===== src/rtl/fxq_pkg.sv =====
package fxq_pkg;

  typedef enum logic [1:0] {
    RND_TRUNC     = 2'b00,
    RND_HALF_UP   = 2'b01,
    RND_HALF_EVEN = 2'b10,
    RND_TRUNC_ALT = 2'b11
  } rnd_e;

  typedef enum logic [1:0] {
    SAT_WRAP     = 2'b00,
    SAT_FULL     = 2'b01,
    SAT_SYM      = 2'b10,
    SAT_SYM_ALT  = 2'b11
  } sat_e;

  function automatic int fxq_max(input int x, input int y);
    return (x > y) ? x : y;
  endfunction

endpackage


===== src/rtl/fxq_mul_stage.sv =====
module fxq_mul_stage #(
  parameter int A_WL = 8,
  parameter int B_WL = 8,
  localparam int P_WL = A_WL + B_WL
) (
  input  logic                   clk,
  input  logic                   rst,
  input  logic                   in_valid,
  input  logic [A_WL-1:0]        in_a,
  input  logic [B_WL-1:0]        in_b,
  input  logic [1:0]             in_rnd,
  input  logic [1:0]             in_sat,
  output logic                   p_valid,
  output logic signed [P_WL-1:0] p_prod,
  output logic [1:0]             p_rnd,
  output logic [1:0]             p_sat
);

  logic signed [P_WL-1:0] a_ext;
  logic signed [P_WL-1:0] b_ext;

  // both operands widened to the product width so the multiply is exact
  assign a_ext = {{B_WL{in_a[A_WL-1]}}, in_a};
  assign b_ext = {{A_WL{in_b[B_WL-1]}}, in_b};

  always_ff @(posedge clk) begin
    if (rst) begin
      p_valid <= 1'b0;
      p_prod  <= '0;
      p_rnd   <= 2'b00;
      p_sat   <= 2'b00;
    end else begin
      p_valid <= in_valid;
      if (in_valid) begin
        p_prod <= a_ext * b_ext;
        p_rnd  <= in_rnd;
        p_sat  <= in_sat;
      end
    end
  end

endmodule


===== src/rtl/fxq_rounder.sv =====
module fxq_rounder
  import fxq_pkg::*;
#(
  parameter int P_WL = 16,
  parameter int DROP = 2,
  localparam int R_WL = (DROP > 0) ? (P_WL - DROP + 1) : (P_WL - DROP)
) (
  input  logic signed [P_WL-1:0] p,
  input  logic [1:0]             mode,
  output logic signed [R_WL-1:0] r
);

  generate
    if (DROP > 0) begin : g_drop
      localparam int K_WL = P_WL - DROP;
      logic [K_WL-1:0] kept;
      logic [DROP:0]   low_x;
      logic            half;
      logic            rest;
      logic            inc;

      assign kept  = p[P_WL-1:DROP];
      assign half  = p[DROP-1];
      assign low_x = {p[DROP-1:0], 1'b0};
      assign rest  = |low_x[DROP-1:0];

      always_comb begin
        unique case (rnd_e'(mode))
          RND_HALF_UP:   inc = half;
          RND_HALF_EVEN: inc = half & (rest | kept[0]);
          default:       inc = 1'b0;
        endcase
      end

      // one guard bit so a carry out of the kept value is never lost
      assign r = $signed({kept[K_WL-1], kept}) + $signed({{K_WL{1'b0}}, inc});
    end else if (DROP == 0) begin : g_keep
      assign r = p;
    end else begin : g_widen
      assign r = {p, {(-DROP){1'b0}}};
    end
  endgenerate

endmodule


===== src/rtl/fxq_saturator.sv =====
module fxq_saturator
  import fxq_pkg::*;
#(
  parameter int R_WL = 15,
  parameter int Y_WL = 10,
  localparam int E_WL = fxq_max(R_WL, Y_WL) + 1
) (
  input  logic signed [R_WL-1:0] r,
  input  logic [1:0]             mode,
  output logic [Y_WL-1:0]        y,
  output logic                   ovf
);

  logic signed [E_WL-1:0] e;
  logic signed [E_WL-1:0] hi_lim;
  logic signed [E_WL-1:0] lo_full;
  logic signed [E_WL-1:0] lo_sym;
  logic signed [E_WL-1:0] lo_lim;
  logic signed [E_WL-1:0] wrap_back;
  logic        [Y_WL-1:0] wrapped;

  assign e       = {{(E_WL-R_WL){r[R_WL-1]}}, r};
  assign hi_lim  = {{(E_WL-Y_WL+1){1'b0}}, {(Y_WL-1){1'b1}}};
  assign lo_full = {{(E_WL-Y_WL+1){1'b1}}, {(Y_WL-1){1'b0}}};
  assign lo_sym  = lo_full + E_WL'(1);
  assign lo_lim  = mode[1] ? lo_sym : lo_full;

  assign wrapped   = e[Y_WL-1:0];
  assign wrap_back = {{(E_WL-Y_WL){wrapped[Y_WL-1]}}, wrapped};

  always_comb begin
    if (sat_e'(mode) == SAT_WRAP) begin
      y   = wrapped;
      ovf = (wrap_back != e);
    end else if (e > hi_lim) begin
      y   = hi_lim[Y_WL-1:0];
      ovf = 1'b1;
    end else if (e < lo_lim) begin
      y   = lo_lim[Y_WL-1:0];
      ovf = 1'b1;
    end else begin
      y   = wrapped;
      ovf = 1'b0;
    end
  end

endmodule


===== src/rtl/fxq_mul_requant.sv =====
module fxq_mul_requant #(
  parameter int A_WL  = 8,
  parameter int A_FWL = 4,
  parameter int B_WL  = 8,
  parameter int B_FWL = 2,
  parameter int Y_WL  = 10,
  parameter int Y_FWL = 4
) (
  input  logic            clk,
  input  logic            rst,
  input  logic            in_valid,
  input  logic [A_WL-1:0] in_a,
  input  logic [B_WL-1:0] in_b,
  input  logic [1:0]      rnd_mode,
  input  logic [1:0]      sat_mode,
  output logic            out_valid,
  output logic [Y_WL-1:0] out_y,
  output logic            out_ovf
);

  localparam int P_WL  = A_WL + B_WL;
  localparam int P_FWL = A_FWL + B_FWL;
  localparam int DROP  = P_FWL - Y_FWL;
  localparam int R_WL  = (DROP > 0) ? (P_WL - DROP + 1) : (P_WL - DROP);

  logic                   p_valid;
  logic signed [P_WL-1:0] p_prod;
  logic [1:0]             p_rnd;
  logic [1:0]             p_sat;
  logic signed [R_WL-1:0] rounded;
  logic [Y_WL-1:0]        fitted;
  logic                   fit_ovf;

  fxq_mul_stage #(.A_WL(A_WL), .B_WL(B_WL)) u_mul (
    .clk      (clk),
    .rst      (rst),
    .in_valid (in_valid),
    .in_a     (in_a),
    .in_b     (in_b),
    .in_rnd   (rnd_mode),
    .in_sat   (sat_mode),
    .p_valid  (p_valid),
    .p_prod   (p_prod),
    .p_rnd    (p_rnd),
    .p_sat    (p_sat)
  );

  fxq_rounder #(.P_WL(P_WL), .DROP(DROP)) u_rnd (
    .p    (p_prod),
    .mode (p_rnd),
    .r    (rounded)
  );

  fxq_saturator #(.R_WL(R_WL), .Y_WL(Y_WL)) u_sat (
    .r    (rounded),
    .mode (p_sat),
    .y    (fitted),
    .ovf  (fit_ovf)
  );

  always_ff @(posedge clk) begin
    if (rst) begin
      out_valid <= 1'b0;
      out_y     <= '0;
      out_ovf   <= 1'b0;
    end else begin
      out_valid <= p_valid;
      if (p_valid) begin
        out_y   <= fitted;
        out_ovf <= fit_ovf;
      end
    end
  end

endmodule


===== config.mk =====
export PLATFORM = sky130hd
export DESIGN_NAME = fxq_mul_requant
export DESIGN_NICKNAME = d
export VERILOG_FILES = /design/src/rtl/fxq_pkg.sv /design/src/rtl/fxq_mul_stage.sv /design/src/rtl/fxq_rounder.sv /design/src/rtl/fxq_saturator.sv /design/src/rtl/fxq_mul_requant.sv
export SDC_FILE = /design/constraint.sdc
export NUM_CORES = 1
export LEC_CHECK = 0
export BUFFER_PORTS_ARGS = -buffer_cell sky130_fd_sc_hd__buf_2
export CORE_ASPECT_RATIO = 1.25
export CORE_MARGIN = 1
export CORE_UTILIZATION = 45
export CTS_BUF_LIST = sky130_fd_sc_hd__clkbuf_2 sky130_fd_sc_hd__clkbuf_4 sky130_fd_sc_hd__clkbuf_8
export CTS_CLUSTER_DIAMETER = 150
export DETAILED_ROUTE_END_ITERATION = 10
export PLACE_DENSITY = 0.71
export REMOVE_ABC_BUFFERS = 1
export SLEW_MARGIN = 15
export SYNTH_ARGS = -nofsm -noshare
export SYNTH_HDL_FRONTEND = slang
export SYNTH_SLANG_ARGS = --single-unit
export TNS_END_PERCENT = 5

===== constraint.sdc =====
create_clock -name clk -period 7.15 [get_ports clk]
set_clock_uncertainty 0.15 [all_clocks]
set_input_delay 0.3575 -clock clk [delete_from_list [all_inputs] [get_ports clk]]
set_output_delay 0.3575 -clock clk [all_outputs]
set_load 0.05 [all_outputs]

==> results of run 1 <==
metal layers:
layer,wire [um],vias to the layer above
li1,-,1689
met1,3580,1638
met2,4850,65
met3,211,15
met4,170,0
met5,0,-
cell usage after synthesis (2+ instances only):
master	number	area share (%)
o21a_1	3	0.51
nand3_1	12	1.4
xor2_1	5	1.0
buf_6	3	0.77
clkbuf_1	7	0.60
mux2i_1	13	3.0
nor2_1	31	2.7
or3_1	3	0.43
nor3b_1	3	0.51
buf_4	2	0.34
fa_1	55	25
a211o_1	3	0.60
nor2b_1	7	1.0
a21boi_0	2	0.34
nand3_2	2	0.46
nand2b_1	7	1.0
and3_1	3	0.43
dfxtp_1	33	15
and4_1	2	0.40
inv_1	94	8.1
nand4_1	5	0.71
a21oi_1	12	1.4
o21ai_0	12	1.4
nor3_1	11	1.3
mux2_2	2	0.51
a21o_1	4	0.69
o31ai_1	2	0.34
nand3b_1	3	0.51
buf_2	5	0.57
nand2_1	32	2.7
a211oi_1	11	1.9
and2_1	44	6.3
or4_1	2	0.34
xnor2_1	16	3.2
ha_1	36	10
a31oi_1	3	0.43
buf_1	2	0.17
flip-flops by register name, indices dropped and copies added (netlist names):
register / cells
out_ovf: 1
out_y: 10
u_mul.p_valid: 1
u_mul.p_rnd: 2
out_valid: 1
u_mul.p_prod: 16
u_mul.p_sat: 2
power breakdown:
group | internal, uW | switching [uW] | leakage, uW
Sequential | 218 | 54.7 | 0.000272
Clock | 80.4 | 62.7 | 0.0000498
Combinational | 395 | 488 | 0.00191
cells by family after synthesis:
family,count (synthesis),synth area share [%]
simple gates,171,20.8
buf+inv,113,10.5
fa+ha+maj,91,35.4
compound gates,66,10.6
flops,33,15.1
xor+xnor,21,4.20
mux,15,3.48
cell usage in the layout (no fill, tap or decap), drive strengths merged, types with 4 or more instances in the layout:
master and n:
xnor2 16, fa 55, xor2 5, nand3 14
and2 45, nand4 5, inv 94, dfxtp 33
a21oi 13, o21ai 12, o21a 4, a21o 4
clkbuf 8, a211oi 11, nor2b 7, nand2b 7
ha 36, buf 34, nor2 31, nor3 11
nand2 32, mux2i 13, and3 4
critical path: stages:
cell and delay, ns:
buf_2 0.14, and2_1 0.19, fa_1 0.54, inv_1 0.05
fa_1 0.47, inv_1 0.05, fa_1 0.52, inv_1 0.05
fa_1 0.52, inv_1 0.04, ha_1 0.32, o21a_1 0.13
a21o_1 0.19, a31o_2 0.26, a211oi_1 0.25, xnor2_1 0.10
mux2i_1 0.13, nor2_1 0.05
worst min path at each step:
| stage | endpoint | from | slack [ns] | cells past startpoint |
|---|---|---|---|---|
| finish | u_mul.p_sat[0]$_SDFFE_PP0P_ | sat_mode[0] | 0.16 | 3 |
| global route | u_mul.p_rnd[1]$_SDFFE_PP0P_ | rnd_mode[1] | 0.16 | 3 |
| CTS | u_mul.p_rnd[1]$_SDFFE_PP0P_ | rnd_mode[1] | 0.16 | 3 |
| detailed placement | out_y[3]$_SDFFE_PP0P_ | out_y[3]$_SDFFE_PP0P_ | 0.33 | 2 |
| global placement | out_y[3]$_SDFFE_PP0P_ | out_y[3]$_SDFFE_PP0P_ | 0.32 | 2 |
| floorplan | out_valid$_SDFF_PP0_ | rst | 0.27 | 1 |
stage by stage:
| stage | hold WS, ns | cell area [um^2] |
|---|---|---|
| after floorplan | 0.274 | 4270 |
| final | 0.159 | 4690 |
| after CTS | 0.161 | 4690 |
| after global placement | 0.325 | 4600 |
| after global routing | 0.159 | 4690 |
| after detailed placement | 0.328 | 4600 |
layout make-up:
class                           instances  area [um^2]
Sequential cell                        33          661
Timing Repair Buffer                   34          170
Clock buffer                            8         91.3
Multi-Input combinational cell        364         3260
Tap cell                              123          154
Inverter                               94          353
Fill cell                             898         4630
==> impl_results.md, run 1 <==
* Count of different cell masters after synthesis at 55
* CTS root buf: clkbuf_8
* M2 GR Usage at 37.5%
* Status: finished clean
* Max Buffers Root-to-Sink at 2
* Final Hold Fails at 0
* Final Util at around 50%
* Die Ht at between 100 and 150 um
* Design Power at ~1300 uW
* VDD IR max at 0.000214 V
* Worst r2r path cells at 12
* Port Buf Inserts at 34
* Remaining Overflow, GRT at 0
* Power density over the cells at approximately 280 nW/um^2
* Drt drc at 0
* Post-synth EDFFs at 0
* Vias in the first global route at 3,544
* Met1 usage at 20.6%
* Leak at 0.00223 uW
* Final ANT Viol Nets at 0
* Cells after synthesis at just over 500
* Kind of critical path: in2reg
* Vias per inst at 5.19
* Reg-to-reg endpoint: out_ovf$_SDFFE_PP0P_
* Row count at 39
* Max_cap viols at 0
* Worst slew margin at approximately 55%
* Final setup margin at 2.77 ns
* Final TNS setup at 0 ns
* Asr flop ratio synth at 0%
* Crit. End Element: flip-flop
* GPL Wtd Cong at a little under 0.9
* Sequential-to-total area share from yosys stat at 15.1%
* #FFs+latches synth at 33
* Crit. Startpoint: in_b[4]
* First-pass GRT wire length at 15.6 mm
* # Post-CTS Setup Buffers at 0
* Die footprint at around 10,000 um^2
* Initial antenna violation count at 0
* Core area at 9320 um^2
* WP data arrival at roughly 4.4 ns
* # IOs at 35
* M3 GR Usage at 2.03%
* Cell Count, Final, Fillers Out at 656
* Clk_lat worst skew at 0.28 ns
* Largest net degree at the start of global routing at 37
* Share of cells above drive strength 1 at 9.76%
* Placed cell count at 648
* CTS clk-pin slew, worst paths at 0.06 ns
* Overall routing resource usage at a little under a fifth
* DRT iter0 DRCs at 97
* Effective utilization at floorplan at between 40% and 50%
* Pre-CTS WS at 2.45 ns
* Least-Margin Pin Slew at 0.681 ns
* Syn_area_per_cell at 8.59 um^2
* Drt wl/cell at 13.4 um
* DP HPWL at around 7.4 mm
* CTS Hold Bufs at 0
* CTS tree: built
* RSZ-0062 raised after global routing: no
* Final Net Count at 646
* Most used flip-flop cell after synthesis: dfxtp_1
* Final count of pins violating max slew at 0
* Worst Hold Class: in2reg
* Setup crit start kind: primary input
* Post-CTS Resized at 0
* TritonRoute pass-1 iters at 4
* Mapped Area at 4380 um^2
* CTS HTree Levels at 2
* Tmin final at between 4 and 5 ns
* Worst path required time at approximately 7.2 ns
* Area Overhead vs Synth at 7.02%
* Total CTS buffers at 5
* Die Span X at 90.3 um
* Synth Warn # at 0
* Setup violators final at 0
* FF-to-FF Start: u_mul.p_rnd[0]$_SDFFE_PP0P_
* Final period util at 61.3%
* Antenna diode count at 0
* Worst Setup EP: u_mul.p_prod[13]$_SDFFE_PP0P_
* R2R Setup Slk at about 3.6 ns
* Critical path peak fanout at 8
* Final WL at just under 9 mm
* Clock Sinks at 33
* Achievable Freq at 228 MHz
* Via Count at ~3,400
* GR peak layer: met2
No activity file was read; power rests on OpenSTA's default activity.
==> run 2: changes to the inputs <==
--- a/config.mk
+++ b/config.mk
@@ -12,7 +12,7 @@
 export CTS_BUF_LIST = sky130_fd_sc_hd__clkbuf_2 sky130_fd_sc_hd__clkbuf_4 sky130_fd_sc_hd__clkbuf_8
 export CTS_CLUSTER_DIAMETER = 150
 export DETAILED_ROUTE_END_ITERATION = 10
-export PLACE_DENSITY = 0.71
+export PLACE_DENSITY = 0.73
 export REMOVE_ABC_BUFFERS = 1
 export SLEW_MARGIN = 15
 export SYNTH_ARGS = -nofsm -noshare
==> constraint.sdc (replaced) <==
create_clock -name clk -period 3.68 [get_ports clk]
set_clock_uncertainty 0.15 [all_clocks]
set_input_delay 0.184 -clock clk [delete_from_list [all_inputs] [get_ports clk]]
set_output_delay 0.184 -clock clk [all_outputs]
set_load 0.05 [all_outputs]
==> impl_results.md, run 2 (synthesis gave the netlist of run 1 again) <==
* Row count at 39 (unchanged)
* Initial antenna violation count at 0 (unchanged)
* Hold Path Cell Cnt at 3 (unchanged)
* Most frequent cells in the layout: 87 x inv_1, 54 x fa_1, 52 x buf_4 (was 94 x inv_1, 55 x fa_1, 44 x and2_1)
* Setup violators final at 8 (was 0)
* TritonRoute pass-1 iters at 4 (unchanged)
* Fin area at 5300 um^2 (was 4690 um^2)
* DRT iter0 DRCs at 110 (was 97)
* Worst path most repeated cell: fa_1
* Fill cells at 817 (was 898)
* Final count of pins violating max slew at 0 (unchanged)
* Placed inst area at 5000 um^2 (was 4600 um^2)
* Max Buffers Root-to-Sink at 2 (unchanged)
* Crit. End Element: flip-flop (unchanged)
* Pre-CTS WS at -0.841 ns (was 2.45 ns)
* Tmin final at 3.94 ns
* Setup crit start kind: primary input (unchanged)
* Area occupied by multi-input gates at 3400 um^2 (was 3260 um^2)
* Drt wl/cell at 13.3 um (was 13.4 um)
* Placed cell count at 701 (was 648)
* Area Overhead vs Synth at 21.0% (was 7.02%)
* Die footprint at 10,100 um^2 (unchanged)
* Cell Count, Final, Fillers Out at 713 (was 656)
* Total CTS buffers at 5 (unchanged)
* VDD IR max at 0.000361 V (was 0.000214 V)
* Final Hold Fails at 0 (unchanged)
* First-pass GRT wire length at 16.8 mm (was 15.6 mm)
* Leak at 0.00252 uW (was 0.00223 uW)
* Vias in the first global route at 3,879 (was 3,544)
* CP Cell Sequence: buf_8, and2_4, fa_1, inv_1, fa_1, inv_2, fa_1, inv_1, fa_1, inv_2, ha_4, o21a_1, a21o_1, a31o_4, a211oi_4, xnor2_1, mux2i_1, nor2_1 (was buf_2, and2_1, fa_1, inv_1, fa_1, inv_1, fa_1, inv_1, fa_1, inv_1, ha_1, o21a_1, a21o_1, a31o_2, a211oi_1, xnor2_1, mux2i_1, nor2_1)
* Remaining Overflow, GRT at 0 (unchanged)
* Final WL at 9.52 mm (was 8.80 mm)
* Final ANT Viol Nets at 0 (unchanged)
* Worst Hold Path EP: u_mul.p_rnd[1]$_SDFFE_PP0P_ (was u_mul.p_sat[0]$_SDFFE_PP0P_)
* Final setup margin at -0.257 ns (was 2.77 ns)
* CTS root buf: clkbuf_8 (unchanged)
* Final Util at 56.9% (was 50.3%)
* Reg-to-reg endpoint: out_y[3]$_SDFFE_PP0P_ (was out_ovf$_SDFFE_PP0P_)
* Largest net degree at the start of global routing at 37 (unchanged)
* # IOs at 35 (unchanged)
* Final Net Count at 704 (was 646)
* Max_cap viols at 0 (unchanged)
* Most common cell after layout, fill and taps aside: inv_1 (unchanged)
* Final period util at 107%
* Core area at 9320 um^2 (unchanged)
* CTS clk-pin slew, worst paths at 0.06 ns (about the same)
* FF-to-FF Start: u_mul.p_rnd[0]$_SDFFE_PP0P_ (unchanged)
* Port Buf Inserts at 34 (unchanged)
* Achievable Freq at roughly 250 MHz
* GPL Wtd Cong at 0.928 (was 0.876)
* Drt drc at 0 (unchanged)
* Top Registers: u_mul.p_prod (16), out_y (10) (unchanged)
* Power density over the cells at 592 nW/um^2 (was 277 nW/um^2)
* Slowest-stage cell, CP: fa_1 (unchanged)
* Die Ht at 112 um (unchanged)
* R2R Setup Slk at 0.24 ns (was 3.62 ns)
* Least-Margin Pin Slew at 0.638 ns (was 0.681 ns)
* Die Span X at 90.3 um (unchanged)
* Clock Sinks at 33 (unchanged)
* Worst Hold Class: in2reg (unchanged)
* WP data arrival at 3.94 ns (was 4.38 ns)
* Vias per inst at 5.13 (was 5.19)
* Worst r2r path cells at 15 (was 12)
* Most flops, register: u_mul.p_prod (unchanged)
* Clk_lat worst skew at 0.29 ns (was 0.28 ns)
* Antenna diode count at 0 (unchanged)
* Status: finished, violations left (was finished clean)
* Register area at 661 um^2 (unchanged)
* Max reg flops at 16 (unchanged)
* DP HPWL at 7.74 mm (was 7.38 mm)
* Worst slew margin at 57.5% (was 54.6%)
* Largest stage delay on the critical path at 0.53 ns (was 0.54 ns)
* Failing checks: setup timing
* Worst path required time at 3.68 ns (was 7.15 ns)
* Via Count at 3,658 (was 3,407)
* Critical path peak fanout at 7 (was 8)
* Worst Min Path Start: rnd_mode[1] (was sat_mode[0])
* CTS HTree Levels at 2 (unchanged)
* Kind of critical path: in2reg (unchanged)
* CTS tree: built (unchanged)
* RSZ-0062 raised after global routing: yes (was no)
* Overall routing resource usage at 20.2% (was 18.7%)
* Effective utilization at floorplan at 47.0% (unchanged)
* Share of cells above drive strength 1 at 23.4% (was 9.76%)
run 2: cell types whose count changed in the layout (fill, tap and decap cells not counted), moves of 5 or more:
cell,before,now
ha_1,36,30
inv_2,0,7
buf_6,0,5
inv_1,94,87
buf_4,0,52
ha_4,0,5
run 2: worst max-delay path by stage:
stage | start | to
5_1_grt | in_b[2] | u_mul.p_prod[13]$_SDFFE_PP0P_
4_1_cts | in_a[7] | u_mul.p_prod[13]$_SDFFE_PP0P_
6_report | in_a[7] | u_mul.p_prod[13]$_SDFFE_PP0P_
2_1_floorplan | in_b[4] | u_mul.p_prod[13]$_SDFFE_PP0P_
3_5_place_dp | in_b[7] | u_mul.p_prod[13]$_SDFFE_PP0P_
3_3_place_gp | in_b[4] | u_mul.p_prod[13]$_SDFFE_PP0P_
run 2: power by group:
group,total [uW],switching (uW),leakage [uW],internal (uW)
Sequential,531,107,0.000272,423
Combinational,2330,1160,0.00220,1170
Clock,278,123,0.0000477,155
run 2: final cells by class:
cell class	instances	share of cell area, %
Inverter	94	6.66
Multi-Input combinational cell	364	64.2
Timing Repair Buffer	92	12.1
Tap cell	123	2.90
Sequential cell	33	12.5
Clock buffer	7	1.70
run 2: routing by layer:
metal / GRT usage, % / wire length (um)
met5: 0 / 0
met4: 8.49 / 336
met3: 2.10 / 225
met2: 39.7 / 5160
met1: 21.5 / 3790
run 2: what timing repair did:
action                                  CTS  global route
hold buffers                              2             0
gates resized for setup                  44             6
endpoints found under the setup margin    8            19
buffers inserted                          2             1
pin swaps                                32             9
hold endpoints to repair                  2             0
run 2: metrics by stage:
stage          TNS (ns)  total power [uW]  hold slack, ns
6_report          -1.41              3140         0.00268
5_1_grt           -2.70              3470          0.0126
4_1_cts          -0.972              3080         0.00609
3_5_place_dp      -5.59              2540           0.285
3_3_place_gp      -4.56              2450           0.274
2_1_floorplan     -2.26              1890           0.101
run 2: worst max-delay path, delay by kind of cell:
kind,cells,cell delay [ns]
buf+inv,5,0.30
xor+xnor,1,0.09
mux,1,0.14
compound gates,4,0.78
simple gates,2,0.22
fa+ha+maj,5,2.22
==> run 3: changes to the inputs <==
--- a/config.mk
+++ b/config.mk
@@ -5,7 +5,7 @@
 export SDC_FILE = /design/constraint.sdc
 export NUM_CORES = 1
 export LEC_CHECK = 0
-export BUFFER_PORTS_ARGS = -buffer_cell sky130_fd_sc_hd__buf_2
+export BUFFER_PORTS_ARGS = -buffer_cell sky130_fd_sc_hd__buf_4
 export CORE_ASPECT_RATIO = 1.25
 export CORE_MARGIN = 1
 export CORE_UTILIZATION = 45
@@ -17,5 +17,6 @@
 export SLEW_MARGIN = 15
 export SYNTH_ARGS = -nofsm -noshare
 export SYNTH_HDL_FRONTEND = slang
+export SYNTH_HIERARCHICAL = 1
 export SYNTH_SLANG_ARGS = --single-unit
 export TNS_END_PERCENT = 5
==> impl_results.md, run 3 <==
* Most flops, register: u_mul/p_prod (was u_mul.p_prod)
* Cells after synthesis at 485 (was 510)
* R2R Setup Slk at -0.11 ns (was 0.24 ns)
* Core area at 9320 um^2 (unchanged)
* Remaining Overflow, GRT at 0 (unchanged)
* Least-Margin Pin Slew at 0.644 ns (was 0.638 ns)
* Final setup margin at -0.218 ns (was -0.257 ns)
* Critical path depth at 16 (was 18)
* Count of different cell masters after synthesis at 60 (was 55)
* Overall routing resource usage at 20.2% (about the same)
* Pre-CTS WS at -0.752 ns (was -0.841 ns)
* Vias in the first global route at 3,875 (was 3,879)
* Max Buffers Root-to-Sink at 2 (unchanged)
* CTS clk-pin slew, worst paths at 0.06 ns (about the same)
* Register area at 662 um^2 (was 661 um^2)
* Total CTS buffers at 5 (unchanged)
* Vias per inst at 5.12 (was 5.13)
* Synth Warn # at 6 (was 0)
* Die Span X at 90.3 um (unchanged)
* Worst Setup EP: u_mul/p_prod[15]$_SDFFE_PP0P_ (was u_mul.p_prod[13]$_SDFFE_PP0P_)
* CP Cell Sequence: buf_12, and2_4, fa_1, inv_2, fa_1, inv_2, fa_1, inv_2, fa_1, inv_2, ha_4, o211ai_4, o21ai_4, nor3_4, or3_1, a311oi_1 (was buf_8, and2_4, fa_1, inv_1, fa_1, inv_2, fa_1, inv_1, fa_1, inv_2, ha_4, o21a_1, a21o_1, a31o_4, a211oi_4, xnor2_1, mux2i_1, nor2_1)
* Final period util at 106% (was 107%)
* Clk_lat worst skew at 0.28 ns (was 0.29 ns)
* TritonRoute pass-1 iters at 4 (unchanged)
* Area occupied by multi-input gates at 3550 um^2 (was 3400 um^2)
* Leak at 0.00275 uW (was 0.00252 uW)
* Sequential-to-total area share from yosys stat at 15.1% (unchanged)
* Most frequent cells in the layout: 90 x buf_4, 80 x inv_1, 52 x fa_1 (was 87 x inv_1, 54 x fa_1, 52 x buf_4)
* Reg-to-reg endpoint: out_y[1]$_SDFFE_PP0P_ (was out_y[3]$_SDFFE_PP0P_)
* Max reg flops at 16 (unchanged)
* Clock Sinks at 33 (unchanged)
* Antenna diode count at 0 (unchanged)
* Asr flop ratio synth at 0% (unchanged)
* Die footprint at 10,100 um^2 (unchanged)
* Final Util at 60.9% (was 56.9%)
* Drt drc at 0 (unchanged)
* Kind of critical path: in2reg (unchanged)
* Count leader, synth: inv_1 (unchanged)
* Slowest-stage cell, CP: fa_1 (unchanged)
* RSZ-0062 raised after global routing: yes (unchanged)
* Die Ht at 112 um (unchanged)
* Port Buf Inserts at 34 (unchanged)
* Worst path required time at 3.73 ns (was 3.68 ns)
* Crit. Startpoint: in_a[6] (was in_a[7])
* Share of cells above drive strength 1 at 30.7% (was 23.4%)
* Top cells by area, synth: fa_1 25%, dfxtp_1 15%, ha_1 10% (unchanged)
* Top Registers: u_mul/p_prod (16), out_y (10) (was u_mul.p_prod (16), out_y (10))
* Placed cell count at 697 (was 701)
* Area Overhead vs Synth at 29.5% (was 21.0%)
* VDD IR max at 0.000311 V (was 0.000361 V)
* Final TNS setup at -1.68 ns (was -1.41 ns)
* Achievable Freq at 257 MHz (was 254 MHz)
* Syn_area_per_cell at 9.03 um^2 (was 8.59 um^2)
* # IOs at 35 (unchanged)
* Commonest cells in the netlist: 93 x inv_1, 55 x fa_1, 45 x and2_1 (was 94 x inv_1, 55 x fa_1, 44 x and2_1)
* Effective utilization at floorplan at 47.0% (unchanged)
* Leading area contributor after synthesis: fa_1 (unchanged)
* Worst Hold Class: in2reg (unchanged)
* Final WL at 9.97 mm (was 9.52 mm)
* Crit path max-delay family: adder cells (unchanged)
* Most used flip-flop cell after synthesis: dfxtp_1 (unchanged)
* FF-to-FF Start: u_mul/p_rnd[0]$_SDFFE_PP0P_ (was u_mul.p_rnd[0]$_SDFFE_PP0P_)
* DP HPWL at 7.73 mm (was 7.74 mm)
* Critical path peak fanout at 8 (was 7)
* Final Hold Fails at 0 (unchanged)
* First-pass GRT wire length at 16.9 mm (was 16.8 mm)
* Worst slew margin at 57.0% (was 57.5%)
* Fill cells at 780 (was 817)
* CTS tree: built (unchanged)
* GPL Wtd Cong at 0.826 (was 0.928)
* Power density over the cells at 655 nW/um^2 (was 592 nW/um^2)
* Mapped Area at 4380 um^2 (unchanged)
* Worst hold slack at 0.0118 ns (was 0.00268 ns)
* Setup violators final at 17 (was 8)
* Final count of pins violating max slew at 0 (unchanged)
* Yosys top cell area share at 25.1% (unchanged)
* DRT iter0 DRCs at 120 (was 110)
* Max_cap viols at 0 (unchanged)
* CTS root buf: clkbuf_8 (unchanged)
* WP data arrival at 3.94 ns (about the same)
* Cell Count, Final, Fillers Out at 713 (unchanged)
* Most common cell after layout, fill and taps aside: buf_4 (was inv_1)
* Failing checks: setup timing (unchanged)
* Status: finished, violations left (unchanged)
* Post-synth EDFFs at 0 (unchanged)
* Row count at 39 (unchanged)
* Crit. End Element: flip-flop (unchanged)
* Tmin final at 3.90 ns (was 3.94 ns)
* Via Count at 3,654 (was 3,658)
* #FFs+latches synth at 33 (unchanged)
* Final ANT Viol Nets at 0 (unchanged)
* Setup crit start kind: primary input (unchanged)
* Initial antenna violation count at 0 (unchanged)
* Largest net degree at the start of global routing at 36 (was 37)
* Critical path buffers and inverters at 5 (unchanged)
* CTS HTree Levels at 2 (unchanged)
* Largest stage delay on the critical path at 0.56 ns (was 0.53 ns)
* Worst r2r path cells at 18 (was 15)
* Drt wl/cell at 14.0 um (was 13.3 um)
* Final Net Count at 703 (was 704)
run 3: cell count changes in the layout (fill, tap and decap cells not counted), sizes merged, moves of 3 or more:
cell,change
buf,+13
a211oi,-9
mux2i,+9
a21oi,-8
a21o,+7
o211ai,+7
o21ai,-7
nand2,-6
nand2b,-6
nand3,-6
nor4,+6
nor2,+5
xor2,+3
run 3: worst reg2reg max path: stages, from the launching register on:
cell and delay [ns]:
dfxtp_1 0.31, inv_1 0.05, ha_1 0.14, o21a_1 0.11, nor2_1 0.04, nor3b_2 0.17, ha_2 0.20, buf_4 0.11
nand4_1 0.21, buf_4 0.23, nor3_4 0.11, xnor2_1 0.11, or4_1 0.51, or4_1 0.53, o211a_1 0.17, buf_4 0.17
a21o_1 0.15, mux2i_1 0.13, nor2_1 0.06
run 3: worst min path at each step:
stage                startpoint                            to  slack, ns  cells past startpoint
finish              rnd_mode[1]   u_mul/p_rnd[1]$_SDFFE_PP0P_       0.01                      3
global placement    sat_mode[0]   u_mul/p_sat[0]$_SDFFE_PP0P_       0.27                      3
detailed placement  rnd_mode[0]   u_mul/p_rnd[0]$_SDFFE_PP0P_       0.28                      3
floorplan                   rst  u_mul/p_prod[0]$_SDFFE_PP0P_       0.10                      1
global route        rnd_mode[1]   u_mul/p_rnd[1]$_SDFFE_PP0P_       0.03                      3
CTS                 rnd_mode[1]   u_mul/p_rnd[1]$_SDFFE_PP0P_       0.01                      3
run 3: kinds of logic (layout without fill, tap and decap cells):
| group | Yosys count | count (layout) | synth area share, % |
|---|---|---|---|
| multiplexers | 23 | 23 | 5.28 |
| buffers and inverters | 102 | 207 | 9.65 |
| AND/OR/NAND/NOR | 161 | 161 | 20.4 |
| adder cells (fa/ha/maj) | 91 | 91 | 35.4 |
| XOR/XNOR | 23 | 23 | 4.94 |
| flip-flops | 33 | 33 | 15.1 |
| AO/OA/AOI/OAI | 52 | 52 | 9.22 |
run 3: repair_timing:
action                     CTS  global route
hold buffers                 3             0
pin swaps                   40            35
setup endpoints to repair   18            19
buffers inserted             1             4
hold endpoints to repair     3             0
cloned                       0             0
gates resized for setup     50            30
run 3: final cells by class:
| class | count | share of cell area [%] |
|---|---|---|
| timing repair buffer | 106 | 15.3 |
| sequential | 33 | 11.7 |
| clock buffer | 8 | 1.61 |
| inverter | 93 | 6.15 |
| multi-input combinational | 350 | 62.6 |
| tap | 123 | 2.71 |
run 3: power breakdown:
group / internal [uW] / total (uW) / leakage [uW] / switching, uW
Sequential: 432 / 505 / 0.000272 / 72.5
Clock: 156 / 276 / 0.0000498 / 120
Combinational: 1480 / 2940 / 0.00243 / 1460
Total: 2070 / 3720 / 0.00275 / 1650
run 3: per-stage QoR:
stage	power [uW]	instance area (um^2)
2_1_floorplan	2110	4310
3_3_place_gp	2830	5200
3_5_place_dp	2920	5200
4_1_cts	3500	5540
5_1_grt	4060	5680
6_report	3720	5680
run 3: metal layers:
metal,GRT usage (%),wire (um)
met1,21.7,3950
met2,39.8,5520
met3,2.03,246
met4,8.06,255
met5,0,0
